File: config.mk
export PLATFORM = sky130hd
export DESIGN_NAME = sector_fix_seq
export DESIGN_NICKNAME = d
export VERILOG_FILES = /design/src/rtl/sector_fix_pkg.sv /design/src/rtl/sector_fix_dp.sv /design/src/rtl/sector_fix_ctrl.sv /design/src/rtl/sector_fix_seq.sv
export SDC_FILE = /design/constraint.sdc
export NUM_CORES = 1
export LEC_CHECK = 0
export BUFFER_PORTS_ARGS = -buffer_cell sky130_fd_sc_hd__buf_2
export CORE_ASPECT_RATIO = 1.5
export CORE_MARGIN = 2
export CORE_UTILIZATION = 29
export CTS_CLUSTER_SIZE = 20
export DETAILED_ROUTE_END_ITERATION = 7
export SYNTH_ARGS = -nofsm -noshare
export SYNTH_HDL_FRONTEND = slang
export SYNTH_HIERARCHICAL = 1
export SYNTH_SLANG_ARGS = --single-unit
File: constraint.sdc
create_clock -name clk -period 4.9 [get_ports clk]
set_input_delay 1.47 -clock clk [delete_from_list [all_inputs] [get_ports clk]]
set_output_delay 1.47 -clock clk [all_outputs]
set_load 0.01 [all_outputs]
File: src/rtl/sector_fix_pkg.sv
package sector_fix_pkg;
  localparam int MAX_ERR = 4;
  localparam int ADDR_W  = 10;
  localparam int VAL_W   = 8;

  typedef enum logic [2:0] {
    ST_CLEAN     = 3'd0,
    ST_ERASED    = 3'd1,
    ST_CORRECTED = 3'd2,
    ST_UNCORR    = 3'd3,
    ST_TIMEOUT   = 3'd4
  } fix_status_t;

  typedef struct packed {
    logic clear;
    logic latchErr;
    logic loadFix;
    logic advance;
    logic countFix;
  } fix_ctl_t;
endpackage

File: src/rtl/sector_fix_dp.sv
module sector_fix_dp
  import sector_fix_pkg::*;
#(
  parameter int SECTOR_BYTES = 512,
  parameter int ECC_BYTES    = 10,
  parameter int SYND_WORDS   = 4,
  parameter int SYND_W       = 10
) (
  input  logic                            clk,
  input  logic                            rstN,
  input  fix_ctl_t                        ctl,
  input  logic [ECC_BYTES*8-1:0]          storedEcc,
  input  logic [SYND_WORDS*SYND_W-1:0]    syndrome,
  input  logic [1:0]                      errCountField,
  input  logic [31:0]                     errAddrLo,
  input  logic [31:0]                     errAddrHi,
  input  logic [31:0]                     errValLo,
  input  logic [31:0]                     errValHi,
  input  logic [VAL_W-1:0]                bufRdata,
  output logic                            eccErased,
  output logic                            syndClean,
  output logic                            allDone,
  output logic                            curInRange,
  output logic [$clog2(SECTOR_BYTES)-1:0] bufAddr,
  output logic [VAL_W-1:0]                bufWdata,
  output logic [$clog2(MAX_ERR+1)-1:0]    fixCount
);
  localparam int OFF_W = $clog2(SECTOR_BYTES);
  localparam int IDX_W = $clog2(MAX_ERR + 1);
  localparam int SEL_W = $clog2(MAX_ERR);
  localparam int BIAS  = SECTOR_BYTES + 7;

  logic [ADDR_W-1:0] addrIn [MAX_ERR];
  logic [VAL_W-1:0]  valIn  [MAX_ERR];
  logic [ADDR_W-1:0] addrQ  [MAX_ERR];
  logic [VAL_W-1:0]  valQ   [MAX_ERR];
  logic [IDX_W-1:0]  idx, numErr, fixCnt;
  logic [OFF_W-1:0]  offQ;
  logic [VAL_W-1:0]  valCur;
  logic [ADDR_W-1:0] selAddr;
  logic [ADDR_W:0]   diff;

  // unpack two entries per 32-bit word, low half first
  for (genvar g = 0; g < MAX_ERR; g++) begin : g_unpack
    localparam int SH = 16 * (g % 2);
    if (g < 2) begin : g_lo
      assign addrIn[g] = errAddrLo[SH +: ADDR_W];
      assign valIn[g]  = errValLo[SH +: VAL_W];
    end else begin : g_hi
      assign addrIn[g] = errAddrHi[SH +: ADDR_W];
      assign valIn[g]  = errValHi[SH +: VAL_W];
    end
  end

  assign eccErased = &storedEcc;
  assign syndClean = (syndrome == '0);

  assign selAddr    = addrQ[idx[SEL_W-1:0]];
  assign diff       = (ADDR_W+1)'(BIAS) - {1'b0, selAddr};
  assign curInRange = ({1'b0, selAddr} <= (ADDR_W+1)'(BIAS)) &&
                      (diff < (ADDR_W+1)'(SECTOR_BYTES));
  assign allDone    = (idx == numErr);

  always_ff @(posedge clk) begin
    if (!rstN) begin
      idx    <= '0;
      numErr <= '0;
      fixCnt <= '0;
      offQ   <= '0;
      valCur <= '0;
      for (int i = 0; i < MAX_ERR; i++) begin
        addrQ[i] <= '0;
        valQ[i]  <= '0;
      end
    end else begin
      if (ctl.clear) begin
        idx    <= '0;
        fixCnt <= '0;
        numErr <= '0;
      end
      if (ctl.latchErr) begin
        numErr <= IDX_W'(errCountField) + IDX_W'(1);
        for (int i = 0; i < MAX_ERR; i++) begin
          addrQ[i] <= addrIn[i];
          valQ[i]  <= valIn[i];
        end
      end
      if (ctl.loadFix) begin
        offQ   <= diff[OFF_W-1:0];
        valCur <= valQ[idx[SEL_W-1:0]];
      end
      if (ctl.advance)  idx    <= idx + IDX_W'(1);
      if (ctl.countFix) fixCnt <= fixCnt + IDX_W'(1);
    end
  end

  assign bufAddr  = offQ;
  assign bufWdata = bufRdata ^ valCur;
  assign fixCount = fixCnt;

  // a run never writes more bytes than it was told to process
  assert_fix_bound_R9: assert property (@(posedge clk) disable iff (!rstN)
    fixCnt <= numErr);
  // a captured fix always targets a byte inside the sector
  assert_offset_in_sector_R7: assert property (@(posedge clk) disable iff (!rstN)
    ctl.loadFix |=> ({2'b0, offQ} == (ADDR_W+1)'(BIAS) - {1'b0, $past(selAddr)}));
endmodule

File: src/rtl/sector_fix_ctrl.sv
module sector_fix_ctrl
  import sector_fix_pkg::*;
#(
  parameter int TIMEOUT = 10240
) (
  input  logic        clk,
  input  logic        rstN,
  input  logic        start,
  input  logic [3:0]  locState,
  input  logic        eccErased,
  input  logic        syndClean,
  input  logic        allDone,
  input  logic        curInRange,
  output fix_ctl_t    ctl,
  output logic        locStart,
  output logic        bufRd,
  output logic        bufWr,
  output logic        done,
  output fix_status_t status
);
  localparam int TMO_W = $clog2(TIMEOUT + 1);

  typedef enum logic [2:0] {S_IDLE, S_WAIT_HI, S_WAIT_LO, S_SEL, S_RD, S_WR} fsm_t;

  fsm_t        state, nextState;
  logic [TMO_W-1:0] tmo, tmoNext;
  logic        finish, locStartNext;
  fix_status_t finStatus;
  logic        stateLow, tmoLast;

  assign stateLow = (locState <= 4'd3);
  assign tmoLast  = (tmo == TMO_W'(TIMEOUT - 1));

  always_comb begin
    nextState    = state;
    tmoNext      = tmo;
    ctl          = '0;
    finish       = 1'b0;
    finStatus    = ST_CLEAN;
    locStartNext = 1'b0;
    unique case (state)
      S_IDLE: if (start) begin
        ctl.clear = 1'b1;
        tmoNext   = '0;
        if (eccErased) begin
          finish = 1'b1; finStatus = ST_ERASED;
        end else if (syndClean) begin
          finish = 1'b1; finStatus = ST_CLEAN;
        end else begin
          locStartNext = 1'b1;
          nextState    = S_WAIT_HI;
        end
      end
      S_WAIT_HI: begin
        if (!stateLow) begin
          nextState = S_WAIT_LO;
          tmoNext   = '0;
        end else if (tmoLast) begin
          finish = 1'b1; finStatus = ST_TIMEOUT; nextState = S_IDLE;
        end else tmoNext = tmo + TMO_W'(1);
      end
      S_WAIT_LO: begin
        if (stateLow) begin
          unique case (locState[1:0])
            2'd0: begin finish = 1'b1; finStatus = ST_CLEAN;  nextState = S_IDLE; end
            2'd1: begin finish = 1'b1; finStatus = ST_UNCORR; nextState = S_IDLE; end
            default: begin ctl.latchErr = 1'b1; nextState = S_SEL; end
          endcase
        end else if (tmoLast) begin
          finish = 1'b1; finStatus = ST_TIMEOUT; nextState = S_IDLE;
        end else tmoNext = tmo + TMO_W'(1);
      end
      S_SEL: begin
        if (allDone) begin
          finish = 1'b1; finStatus = ST_CORRECTED; nextState = S_IDLE;
        end else begin
          ctl.advance = 1'b1;
          if (curInRange) begin
            ctl.loadFix = 1'b1;
            nextState   = S_RD;
          end
        end
      end
      S_RD: nextState = S_WR;
      S_WR: begin
        ctl.countFix = 1'b1;
        nextState    = S_SEL;
      end
      default: nextState = S_IDLE;
    endcase
  end

  always_ff @(posedge clk) begin
    if (!rstN) begin
      state    <= S_IDLE;
      tmo      <= '0;
      done     <= 1'b0;
      status   <= ST_CLEAN;
      locStart <= 1'b0;
    end else begin
      state    <= nextState;
      tmo      <= tmoNext;
      done     <= finish;
      locStart <= locStartNext;
      if (finish) status <= finStatus;
    end
  end

  assign bufRd = (state == S_RD);
  assign bufWr = (state == S_WR);

  assert_done_pulse_R9: assert property (@(posedge clk) disable iff (!rstN)
    done |=> !done);
  assert_no_overlap_R8: assert property (@(posedge clk) disable iff (!rstN)
    !(bufRd && bufWr));
  assert_write_after_read_R8: assert property (@(posedge clk) disable iff (!rstN)
    $rose(bufWr) |-> $past(bufRd));
  assert_erased_bypass_R1: assert property (@(posedge clk) disable iff (!rstN)
    (state == S_IDLE && start && eccErased) |=> (done && status == ST_ERASED && !locStart));
  assert_timeout_bound_R4: assert property (@(posedge clk) disable iff (!rstN)
    tmo < TMO_W'(TIMEOUT));
  assert_code_valid_R9: assert property (@(posedge clk) disable iff (!rstN)
    done |-> (status <= ST_TIMEOUT));
endmodule

File: src/rtl/sector_fix_seq.sv
module sector_fix_seq
  import sector_fix_pkg::*;
#(
  parameter int SECTOR_BYTES = 512,
  parameter int ECC_BYTES    = 10,
  parameter int SYND_WORDS   = 4,
  parameter int SYND_W       = 10,
  parameter int TIMEOUT      = 10240
) (
  input  logic                         clk,
  input  logic                         rstN,
  input  logic                         start,
  input  logic [ECC_BYTES*8-1:0]       storedEcc,
  input  logic [SYND_WORDS*SYND_W-1:0] syndrome,
  output logic                         locStart,
  input  logic [3:0]                   locState,
  input  logic [1:0]                   errCountField,
  input  logic [31:0]                  errAddrLo,
  input  logic [31:0]                  errAddrHi,
  input  logic [31:0]                  errValLo,
  input  logic [31:0]                  errValHi,
  output logic                         bufRd,
  output logic                         bufWr,
  output logic [$clog2(SECTOR_BYTES)-1:0] bufAddr,
  output logic [7:0]                   bufWdata,
  input  logic [7:0]                   bufRdata,
  output logic                         done,
  output logic [2:0]                   status,
  output logic [2:0]                   fixCount
);
  fix_ctl_t    ctl;
  fix_status_t statusE;
  logic eccErased, syndClean, allDone, curInRange;

  sector_fix_ctrl #(.TIMEOUT(TIMEOUT)) i_ctrl (
    .clk(clk), .rstN(rstN), .start(start), .locState(locState),
    .eccErased(eccErased), .syndClean(syndClean), .allDone(allDone),
    .curInRange(curInRange), .ctl(ctl), .locStart(locStart),
    .bufRd(bufRd), .bufWr(bufWr), .done(done), .status(statusE)
  );

  sector_fix_dp #(
    .SECTOR_BYTES(SECTOR_BYTES), .ECC_BYTES(ECC_BYTES),
    .SYND_WORDS(SYND_WORDS), .SYND_W(SYND_W)
  ) i_dp (
    .clk(clk), .rstN(rstN), .ctl(ctl), .storedEcc(storedEcc),
    .syndrome(syndrome), .errCountField(errCountField),
    .errAddrLo(errAddrLo), .errAddrHi(errAddrHi),
    .errValLo(errValLo), .errValHi(errValHi), .bufRdata(bufRdata),
    .eccErased(eccErased), .syndClean(syndClean), .allDone(allDone),
    .curInRange(curInRange), .bufAddr(bufAddr), .bufWdata(bufWdata),
    .fixCount(fixCount)
  );

  assign status = statusE;
endmodule

* Word-level counts from Yosys, hierarchy flattened
Memory sizes are Yosys's and may differ from the RTL's. A register that Yosys moved wholly into a read port is not among the register bits. Index checks and enable logic that the tools add are counted.
Word-level totals: register bits 40, bits in latches 0, RAM bits 72, bits in read-only memories 0, word-level logic and storage cells 118, memories kept 2
Operators by class: add/sub/neg operators 5, multipliers 0, div/mod/pow operators 0, order comparisons 3, eq/ne operators 13, shifts and indexed selects 0, mux-type cells 60, bitwise gates (word level) 12, reduce and logical (&&, ||, !) cells 14
Memory list:
- i_dp.addrQ | words 4, bits a word 10, read ports 1, clocked after memory_dff 1, write ports 4, line sector_fix_dp.sv:35 | logic [ADDR_W-1:0] addrQ [MAX_ERR];
- i_dp.valQ | words 4, bits a word 8, read ports 1, clocked after memory_dff 1, write ports 4, line sector_fix_dp.sv:36 | logic [VAL_W-1:0] valQ [MAX_ERR];
Operators with widths (count):
- $reduce_and 80->1 | 1
- $mux 14 | 4
- $mux 3 | 16
- $pmux 14 s3 | 1
- $logic_not 40->1 | 1
- $mux 10 | 4
- $mux 8 | 4
- $mux 1 | 21
- $pmux 3 s6 | 1
- $add 14x1->14 const B | 1
- $eq 14x14->1 const B | 1
- $mux 2 | 7
- $pmux 3 s4 | 1
- $lt 11x10->1 const B | 1
- $sub 10x10->11 const A | 1
- $le 10x10->1 const B | 1
- $ne 2x2->1 const B | 4
- $or 1x1->1 | 8
- $xor 8x8->8 | 1
- $add 3x1->3 const B | 2
- $eq 3x2->1 const B | 2
- $eq 3x3->1 const B | 2
- $reduce_bool 2->1 | 3
- $le 4x2->1 const B | 1
- other kinds (16) | 18

* Depth between registers and ports, before layout
Gate-level depths: netlist of the first run.
depth in word-level cells 9, mapped depth 11

* Hierarchy
The synthesis of the first run kept the hierarchy.
Modules (own cells, without submodules):
- sector_fix_dp | times used 1, cells each 359, area an instance 4693.3 µm², seq. area each 2722.6 µm²
- sector_fix_ctrl | times used 1, cells each 157, area an instance 1263.7 µm², seq. area each 440.4 µm²

* Worst setup path after synthesis of the first run
OpenSTA, ideal clock, no wires.
kind input-to-reg, from in locState[3], to mem i_dp.addrQ[0][0], enable pin, setup time 442 ps, data arrival time 4114 ps, setup slack 344 ps, stages on the path 5, buffers on the path 1, cell sequence nor2_1 > nand3b_1 > nor2_1 > clkbuf_1 > nand2b_1
RTL lines:
- start, declared | line sector_fix_seq.sv:16 | input logic [3:0] locState,
- end, declared | line sector_fix_dp.sv:35

* Worst setup path after layout of the first run
from in storedEcc[16], to reg i_ctrl.state[2]
On the way: longest elaborated chain between the ends 3
RTL lines:
- start, declared | line sector_fix_seq.sv:13 | input logic [ECC_BYTES*8-1:0] storedEcc,
- $reduce_and 80->1 | line sector_fix_dp.sv:55 | assign eccErased = &storedEcc;
- net eccErased | line sector_fix_seq.sv:33 | logic eccErased, syndClean, allDone, curInRange;
- $ne 2x2->1 (no line)
- $reduce_and 4->1 (no line)
- end signal, assigned | line sector_fix_ctrl.sv:101 | state <= nextState;
- end, declared | line sector_fix_ctrl.sv:25 | fsm_t state, nextState;
The timed path passes the listed nets, and every way through them passes these cells. A chain may end at the register's enable or synchronous reset.

==> metrics.cfg, run 1 <==
[status]
status=completed

[die]
die_h_um=179.5
ioPinCount=292
fp.dieW_um=121.0
die_area_um2=21730
rows=64
core_um2=20260
start_util_pct=29.40

[finish]
fin_nets=1011
nFillCells=1988
design_area_um2=7968
area_growth_pct=33.75
drive_above_1_share_pct=39.12

[cts]
htree_num_levels=4
cts_buffers=17
clk_path_buf_depth=2
path_clk_slew_ps=60
cts_root_buf=clkbuf_16
post-cts-setup-buffers=0
cts_hold_buf=0
tritoncts=built
cts_num_sinks=122
ctsResizeCount=0
insertion_delay_ps=400

[timing]
slew-limit-headroom_pct=34.53
hold_viol=0
layout_min_cycle_time_ps=3376
fmaxAchievable_ghz=0.2962
setup_violations=0
maxSlewViolCount=0
setup_tns_ps=0
finClkSkew_ps=9.777
tightest_slew_ps=982.0
rsz0062_at_grt=no
post-route-period-util_pct=68.90

[placement]
gp_congestion=0.7939
port_buffers=235
placed_area_um2=7377
dpl.hpwl_um=13640

[critical_path]
critPathArrivalTime_ps=3670
critPathKind=input port to register
cp_num_cells=10
reg2reg_depth=9
slowest_delay_ps=570
worstPathMaxFanout=3
start_kind=input port
cp-end-kind=register
critical_path_required_ps=5200
slowest_stage=nor4_1
crit_path_cell_trace=buf_2 -> nand4_1 -> nor4_1 -> nand4_1 -> nor2_1 -> nor2_1 -> a2111oi_0 -> a21oi_1 -> nand2_1 -> o21ba_2
path_delay_family=simple AND/OR/NAND/NOR gates
path_buf_inv=1

[power]
power_leakage_uw=0.003481
p_per_area_nw_per_um2=319.9
p_total_uw=2549
ir_drop_v=0.0001792

[synth]
async_reset_ff_share_pct=0
ys.flop_type=edfxtp_1
syn_inst=516
synth_warnings=6
syn_area_per_cell_um2=11.54
synth-seq-cells=122
ys_seq_area_share_pct=53.10
synth_cell_types=59
synth_fp_nets=786
synth-edff-count=72
netlist_area_um2=5957

[global_routing]
grt_usage_pct=16.97
grt_max_degree=80
use_met1_pct=16.36
grt_antenna_before_repair=8
busiest_layer=met2
overflow=0
grt_pass1_wl_um=27680
grt_pass1_vias=5137
grt_use_met3_pct=4.695
gr-usage-met2_pct=31.06

[detailed_routing]
drt-total-wl_um=18260
first_pass_iters=4
drt_iter0_markers=238
post_drt_wl_per_cell_um=17.82
drc=0
ant_nets=0
viasPerCell=4.897
vias=5019

[min_path]
hold_depth=2
hp-class=register to register

[job]
maxCapViolCount=0

==> report_power, final <==
part           switching (µW)  total, µW  internal (µW)  leakage (µW)
Combinational             106        207            101       0.00206
Sequential               13.1       1130           1110       0.00115
Clock                     455       1210            759      0.000270
==> kinds of logic (layout without fill, tap and decap cells) <==
group	after synthesis	in the layout	share of synthesized area, %
flip-flops	122	122	53.10
AND/OR/NAND/NOR	239	239	23.82
multiplexers	32	32	9.662
buffers and inverters	38	276	2.688
XOR/XNOR	16	16	2.352
other	0	7	0
adder cells (fa/ha/maj)	5	5	1.050
AO/OA/AOI/OAI	64	64	7.331
==> synthesized netlist by cell type, types with 5 or more instances <==
master	n	area (µm²)
a21oi_1	17	85.08
and2_1	6	37.54
and3_1	74	462.9
clkbuf_1	28	105.1
dfxtp_1	50	1001
edfxtp_1	72	2162
ha_1	5	62.56
mux2i_1	14	140.1
mux4_1	8	210.2
mux4_2	10	225.2
nand2_1	25	93.84
nand3_1	6	30.03
nand4_1	24	150.1
nor2_1	21	78.83
nor2b_1	24	150.1
nor3_1	9	45.04
nor3b_1	7	52.55
nor4_1	15	93.84
o21ai_0	14	70.07
or3_1	5	31.28
xor2_1	12	105.1
==> registers in the layout, indices dropped and copies added (netlist names), named ones only <==
register         cells
i_ctrl/tmo          14
i_dp/fixCount        3
i_dp/bufAddr         9
i_dp/addrQ          40
i_ctrl/done          1
i_dp/valCur          8
i_ctrl/state         3
i_ctrl/locStart      1
i_ctrl/status        3
i_dp/numErr          3
i_dp/idx             3
i_dp/valQ           32
==> worst paths after layout <==
check	startpoint	to	slack, ps
worst min register to register	i_ctrl/status[1]	i_ctrl/status[1]	460
worst max-delay path	storedEcc[16]	i_ctrl/state[2]	1520
worst max register to register	register	i_dp/valCur[6]	1680
worst min-delay path	i_ctrl/status[1]	i_ctrl/status[1]	460
==> metal layers <==
metal / share of wire, % / vias up / routed length [µm]
met1: 35 / 2351 / 6411
met4: 5.4 / 0 / 979
met5: 0 / - / 0
met3: 6.4 / 32 / 1171
li1: - / 2436 / -
met2: 53 / 200 / 9699
==> layout by cell type, fill, tap and decap left out, types with 7 or more instances in the layout <==
cell type and n:
edfxtp_1 72, nor2_1 20, xor2_1 12, nor2b_1 24, nand4_1 24, dfxtp_1 50
and3_1 74, mux4_1 8, diode_2 7, clkbuf_16 17, a21oi_1 17, nor3_1 9
mux2i_1 14, o21ai_0 14, nor4_1 15, nor3b_1 7, nand2_1 25, buf_2 235
mux4_2 10
==> final cells by class <==
class | count | area (µm²) | area share (%)
inverter | 4 | 15.01 | 0.1884
clock inverter | 12 | 126.4 | 1.586
timing repair buffer | 240 | 1214 | 15.23
sequential | 122 | 3163 | 39.70
antenna | 7 | 17.52 | 0.2198
clock buffer | 20 | 446.7 | 5.606
multi-input combinational | 356 | 2655 | 33.32
tap | 264 | 330.3 | 4.146
==> worst reg2reg max path, delay by kind of cell (launching register included) <==
kind | cells | cell delay (ps)
muxes | 3 | 1130
DFF | 1 | 740
adders and majority gates | 1 | 230
and+or+nand+nor | 3 | 590
buffers and inverters | 2 | 430
==> per-stage QoR <==
step	setup WS [ps]	hold slack, ps	util [%]	instances
after floorplan	343.9	459.0	-	516
after detailed placement	1150	445.8	36.41	986
after global placement	1186	445.7	36.41	986
after CTS	1582	455.1	39.24	1018
final	1524	456.0	39.33	1025
after global routing	1305	500.2	39.33	1025
Power figures use the tool's default switching activity.
==> inputs of run 2 (changes only) <==
- ABC_AREA: not set -> 1
- clock period: 4.9 -> 2.8 ns (I/O delays scaled with it)
==> run 2 against run 1 <==
Sequential power rose by 74%. Cell area rose by 5.8%. Synthesized area rose by 4.7%. Wire length fell by 10%. Global-route usage fell by 2.5 points. Clock power rose by 72%. Sequential cell count did not move.
==> metrics.cfg, run 2 <==
[critical_path]
critical_path_required_ps=1960
cp-end-kind=output pin
critPathArrivalTime_ps=1700
critPathKind=register to output pin
start_kind=register
worstPathMaxFanout=6

[die]
fp.dieW_um=123.8
start_util_pct=29.62
die_area_um2=22730
die_h_um=183.6
rows=65
core_um2=21060
ioPinCount=292

[power]
power_leakage_uw=0.004107
p_per_area_nw_per_um2=526.6
p_total_uw=4439
ir_drop_v=0.0003830

[synth]
async_reset_ff_share_pct=0
ys.flop_type=edfxtp_1
yosysTopAreaCell=edfxtp_1
ys_seq_area_share_pct=50.70
ys_top_cells_by_area=edfxtp_1 (35%), dfxtp_1 (16%), nor2_1 (9.0%)
synth_common_cells=nor2_1 (150), inv_1 (118), nand2_1 (91)
syn_inst=745
yosysTopAreaCellShare_pct=34.66
synth-seq-cells=122
yosysMostFrequentCell=nor2_1
synth-edff-count=72
synth_warnings=6
syn_area_per_cell_um2=8.374
synth_cell_types=43
synth_fp_nets=1015
netlist_area_um2=6238

[finish]
layout_commonest_cell=buf_2
fin_nets=1267
largest_register=i_dp/addrQ
multi_input_area_um2=2477
drive_above_1_share_pct=33.37
regArea_um2=3163
nFillCells=2157
area_growth_pct=35.12
final_cell_mix=buf_2 (235), nor2_1 (150), inv_1 (118), nand2_1 (90), edfxtp_1 (72)
reg_top3=i_dp/addrQ x40, i_dp/valQ x32, i_ctrl/tmo x14
largest_register_ffs=40

[timing]
fmaxAchievable_ghz=0.3943
rsz0062_at_grt=no
layout_min_cycle_time_ps=2536
setup_violations=0
finClkSkew_ps=9.486
setup_tns_ps=0
post-route-period-util_pct=90.58
maxSlewViolCount=0
whs_ps=483.1
tightest_slew_ps=558.1
slew-limit-headroom_pct=62.50
hold_viol=0

[placement]
dpl.hpwl_um=12630
gp_congestion=0.8168
port_buffers=235

[cts]
cts_buffers=17
path_clk_slew_ps=60
cts_root_buf=clkbuf_16
cts_num_sinks=122
tritoncts=built
htree_num_levels=4
insertion_delay_ps=410
clk_path_buf_depth=2

[global_routing]
grt_usage_pct=14.48
grt_antenna_before_repair=1
overflow=0
grt_max_degree=74
grt_pass1_wl_um=25270
grt_pass1_vias=5490

[detailed_routing]
viasPerCell=4.478
first_pass_iters=4
post_drt_wl_per_cell_um=12.81
met2_wirelength_um=8896
topRoutingLayerUsed=met4
drt-met1-wl_um=6233
ant_nets=0
drt-total-wl_um=16390
drt_iter0_markers=271
drc=0
vias=5727
dr_wl_met3_um=941

[min_path]
hp-class=register to register

[status]
status=completed

[job]
maxCapViolCount=0

==> run 2: cells by family (layout without fill, tap and decap cells) <==
group | after synthesis | count (layout) | share of synthesized area (%)
flip-flops | 122 | 122 | 50.70
adder cells (fa/ha/maj) | 5 | 5 | 1.003
buffers and inverters | 150 | 415 | 9.807
AO/OA/AOI/OAI | 85 | 85 | 7.822
other | 0 | 1 | 0
AND/OR/NAND/NOR | 359 | 359 | 27.14
XOR/XNOR | 16 | 16 | 2.246
multiplexers | 8 | 8 | 1.284
==> run 2: stage by stage <==
stage / util (%) / worst slack [ps] / cells / area [µm²]
global route: 40.02 / 107.8 / 1279 / 8429
global placement: 37.14 / 235.2 / 1244 / 7823
finish: 40.02 / 263.7 / 1279 / 8429
CTS: 39.82 / 201.3 / 1276 / 8388
floorplan: - / 29.72 / 745 / 6238
detailed placement: 37.14 / 215.2 / 1244 / 7823
==> run 2: layout make-up <==
type                    instances  area share [%]
inverters                     126           5.655
diodes                          1         0.02969
well taps                     268           3.978
repair buffers                257           16.71
multi-input cells             473           29.39
flip-flops and latches        122           37.52
clock buffers                  18           5.091
clock inverters                14           1.618
==> run 2: metal layers <==
layer / global-route usage, % / vias up
met1: 14.96 / 2589
met2: 27.47 / 174
met5: 0 / -
met4: 6.182 / 0
li1: - / 2945
met3: 2.978 / 19
==> run 2: timing repair <==
item | 4_1_cts | 5_1_grt
hold buffers | 0 | 0
setup endpoints to repair | 0 | 1
gates resized for setup | 0 | 1
setup buffers | 0 | 1
==> run 2: worst paths after layout <==
kind	slack, ps	cells past startpoint	to	from
min reg2reg	480	2	i_ctrl/tmo[7]	i_ctrl/tmo[7]
max	260	5	bufWr	i_ctrl/state[0]
max reg2reg	350	14	i_dp/valCur[2]	register
min	480	2	i_ctrl/tmo[7]	i_ctrl/tmo[7]
==> run 2: power breakdown <==
| part | switching (µW) | internal, µW |
|---|---|---|
| registers | 21.3 | 1950 |
| logic | 206 | 186 |
| clock network | 844 | 1240 |
==> run 2: critical path: stages (launching register included) <==
cell	delay, ps
dfxtp_1	460
inv_2	70
nor2_2	130
inv_1	50
nor2_1	350
buf_2	220
==> inputs of run 3 (changes only) <==
- PLACE_DENSITY: not set -> 0.57
==> run 3 against run 2 <==
Clock power is 4% higher. Highest routed layer unchanged. Largest power group unchanged. Via count shrank 2.2%. Final cell count down 0.70%.
==> metrics.cfg, run 3 (synthesis gave the netlist of run 2 again) <==
[critical_path]
rr_endpoint=i_dp/valCur[5]
slowest_delay_ps=460
critical_path_required_ps=1960
critPathKind=register to output pin
crit_path_cell_trace=inv_2 -> nor2_2 -> inv_1 -> nor2_1 -> buf_2
reg2reg_depth=15
slowest_stage=dfxtp_1
critPathArrivalTime_ps=1700
start_kind=register
path_delay_family=simple AND/OR/NAND/NOR gates
cp-end-kind=output pin
worstPathMaxFanout=6
ff2ff_setup_slack_ps=280
path_buf_inv=3

[timing]
setup_tns_ps=0
maxSlewViolCount=0
slew-limit-headroom_pct=70.61
setup_violations=0
fmaxAchievable_ghz=0.3930
hold_viol=0
post-route-period-util_pct=90.89
finClkSkew_ps=9.576
layout_min_cycle_time_ps=2545
tightest_slew_ps=439.3
rsz0062_at_grt=no

[global_routing]
grt_pass1_vias=5423
grt_usage_pct=14.72
grt_antenna_before_repair=0
overflow=0
grt_max_degree=49
grt_pass1_wl_um=25440

[min_path]
worstHoldStart=i_ctrl/status[1]
whs_endpoint=i_ctrl/status[1]
hold_depth=2
hp-class=register to register

[placement]
dpl.hpwl_um=12570
port_buffers=235
gp_congestion=0.8116

[power]
p_clk_share_pct=48.0
power_leakage_uw=0.004083
sw_frac_of_total_pct=22.39
p_per_area_nw_per_um2=539.4
power.switching_uw=1011
ir_drop_v=0.0004205
seq_power_share_pct=43.6
pwr-share-comb_pct=8.4
p_int_uw=3505

[die]
die_h_um=183.6
ioPinCount=292
start_util_pct=29.62
fp.dieW_um=123.8
die_area_um2=22730
rows=65
core_um2=21060

[detailed_routing]
drt-total-wl_um=16130
drc=0
vias=5603
ant_nets=0
first_pass_iters=4
drt_iter0_markers=256
post_drt_wl_per_cell_um=12.70
viasPerCell=4.412

[cts]
htree_num_levels=4
cts_root_buf=clkbuf_16
tritoncts=built
insertion_delay_ps=430
path_clk_slew_ps=60
cts_buffers=17
cts_num_sinks=122
clk_path_buf_depth=2

[job]
maxCapViolCount=0

[finish]
largest_register_ffs=40
largest_register=i_dp/addrQ
drive_above_1_share_pct=33.03
layout_commonest_cell=buf_2
fin_nets=1259
reg_top3=i_dp/addrQ x40, i_dp/valQ x32, i_ctrl/tmo x14
nFillCells=2184
final_cell_mix=buf_2 (235), nor2_1 (150), inv_1 (118), nand2_1 (90), edfxtp_1 (72)
n_antenna_cell=0
final_core_util_pct=39.75
area_growth_pct=34.22

[status]
status=completed

[run 3: cell count changes in the layout (fill, tap and decap cells not counted), sizes merged]
cell and delta:
inv -2, diode -1, clkinvlp -2, clkbuf +6, bufinv -1, buf -7, clkinv -2
[run 3: worst max-delay path by stage]
stage / cells after the start / startpoint / slack, ps / endpoint
after global routing: 15 / register / 20 / i_dp/valCur[5]
after global placement: 13 / register / 230 / i_dp/valCur[1]
after CTS: 5 / i_ctrl/state[0] / 210 / bufWr
after detailed placement: 13 / register / 260 / i_dp/valCur[7]
final: 5 / i_ctrl/state[0] / 260 / bufWr
after floorplan: 4 / locState[3] / 30 / i_dp/addrQ[0][0]
[run 3: area by class of cell]
type / instances / area [µm²] / share of cell area, %
multi-input cells: 473 / 2474 / 29.54
well taps: 268 / 335.3 / 4.005
inverters: 126 / 476.7 / 5.693
clock buffers: 25 / 558.0 / 6.665
clock inverters: 7 / 46.29 / 0.5529
repair buffers: 249 / 1319 / 15.75
flip-flops and latches: 122 / 3164 / 37.79
[run 3: power by group through the flow]
stage	Clock, µW	Combinational, µW	Sequential (µW)
2_1_floorplan	0	179	2000
3_3_place_gp	0	382	2000
3_5_place_dp	0	385	2010
4_1_cts	2230	387	1970
5_1_grt	2300	437	1970
6_report	2170	379	1970
[run 3: worst reg2reg max path: stages (launching register included)]
cell	delay, ps
dfxtp_1	330
buf_4	170
nand2_1	60
nand3_1	120
nand2_4	120
ha_1	190
inv_1	80
nor3_2	220
nor2_1	60
a21oi_1	140
inv_1	100
nor3_2	240
buf_12	220
o21ai_0	130
o221ai_1	170
inv_1	60
[run 3: metal layers]
layer / wire, µm / vias up / track usage [%]
met5: 0 / - / 0
met4: 286 / 0 / 5.909
met3: 920 / 20 / 3.164
met2: 8774 / 157 / 27.69
met1: 6148 / 2502 / 15.49
li1: - / 2924 / -
[run 3: stage by stage]
step	instance area [µm²]	setup WS, ps	instances	power [µW]	hold WS, ps
2_1_floorplan	6238	29.72	745	2179	446.6
3_3_place_gp	7767	229.4	1238	2386	464.0
3_5_place_dp	7767	257.5	1238	2391	474.6
4_1_cts	8372	206.8	1270	4583	485.1
5_1_grt	8373	23.20	1270	4713	506.6
6_report	8373	255.1	1270	4516	486.9
[run 3: timing repair]
action	4_1_cts	5_1_grt
endpoints found under the hold margin	0	0
buffers inserted	0	0
hold buffers	0	0
resized for setup	0	1
setup endpoints to repair	0	2
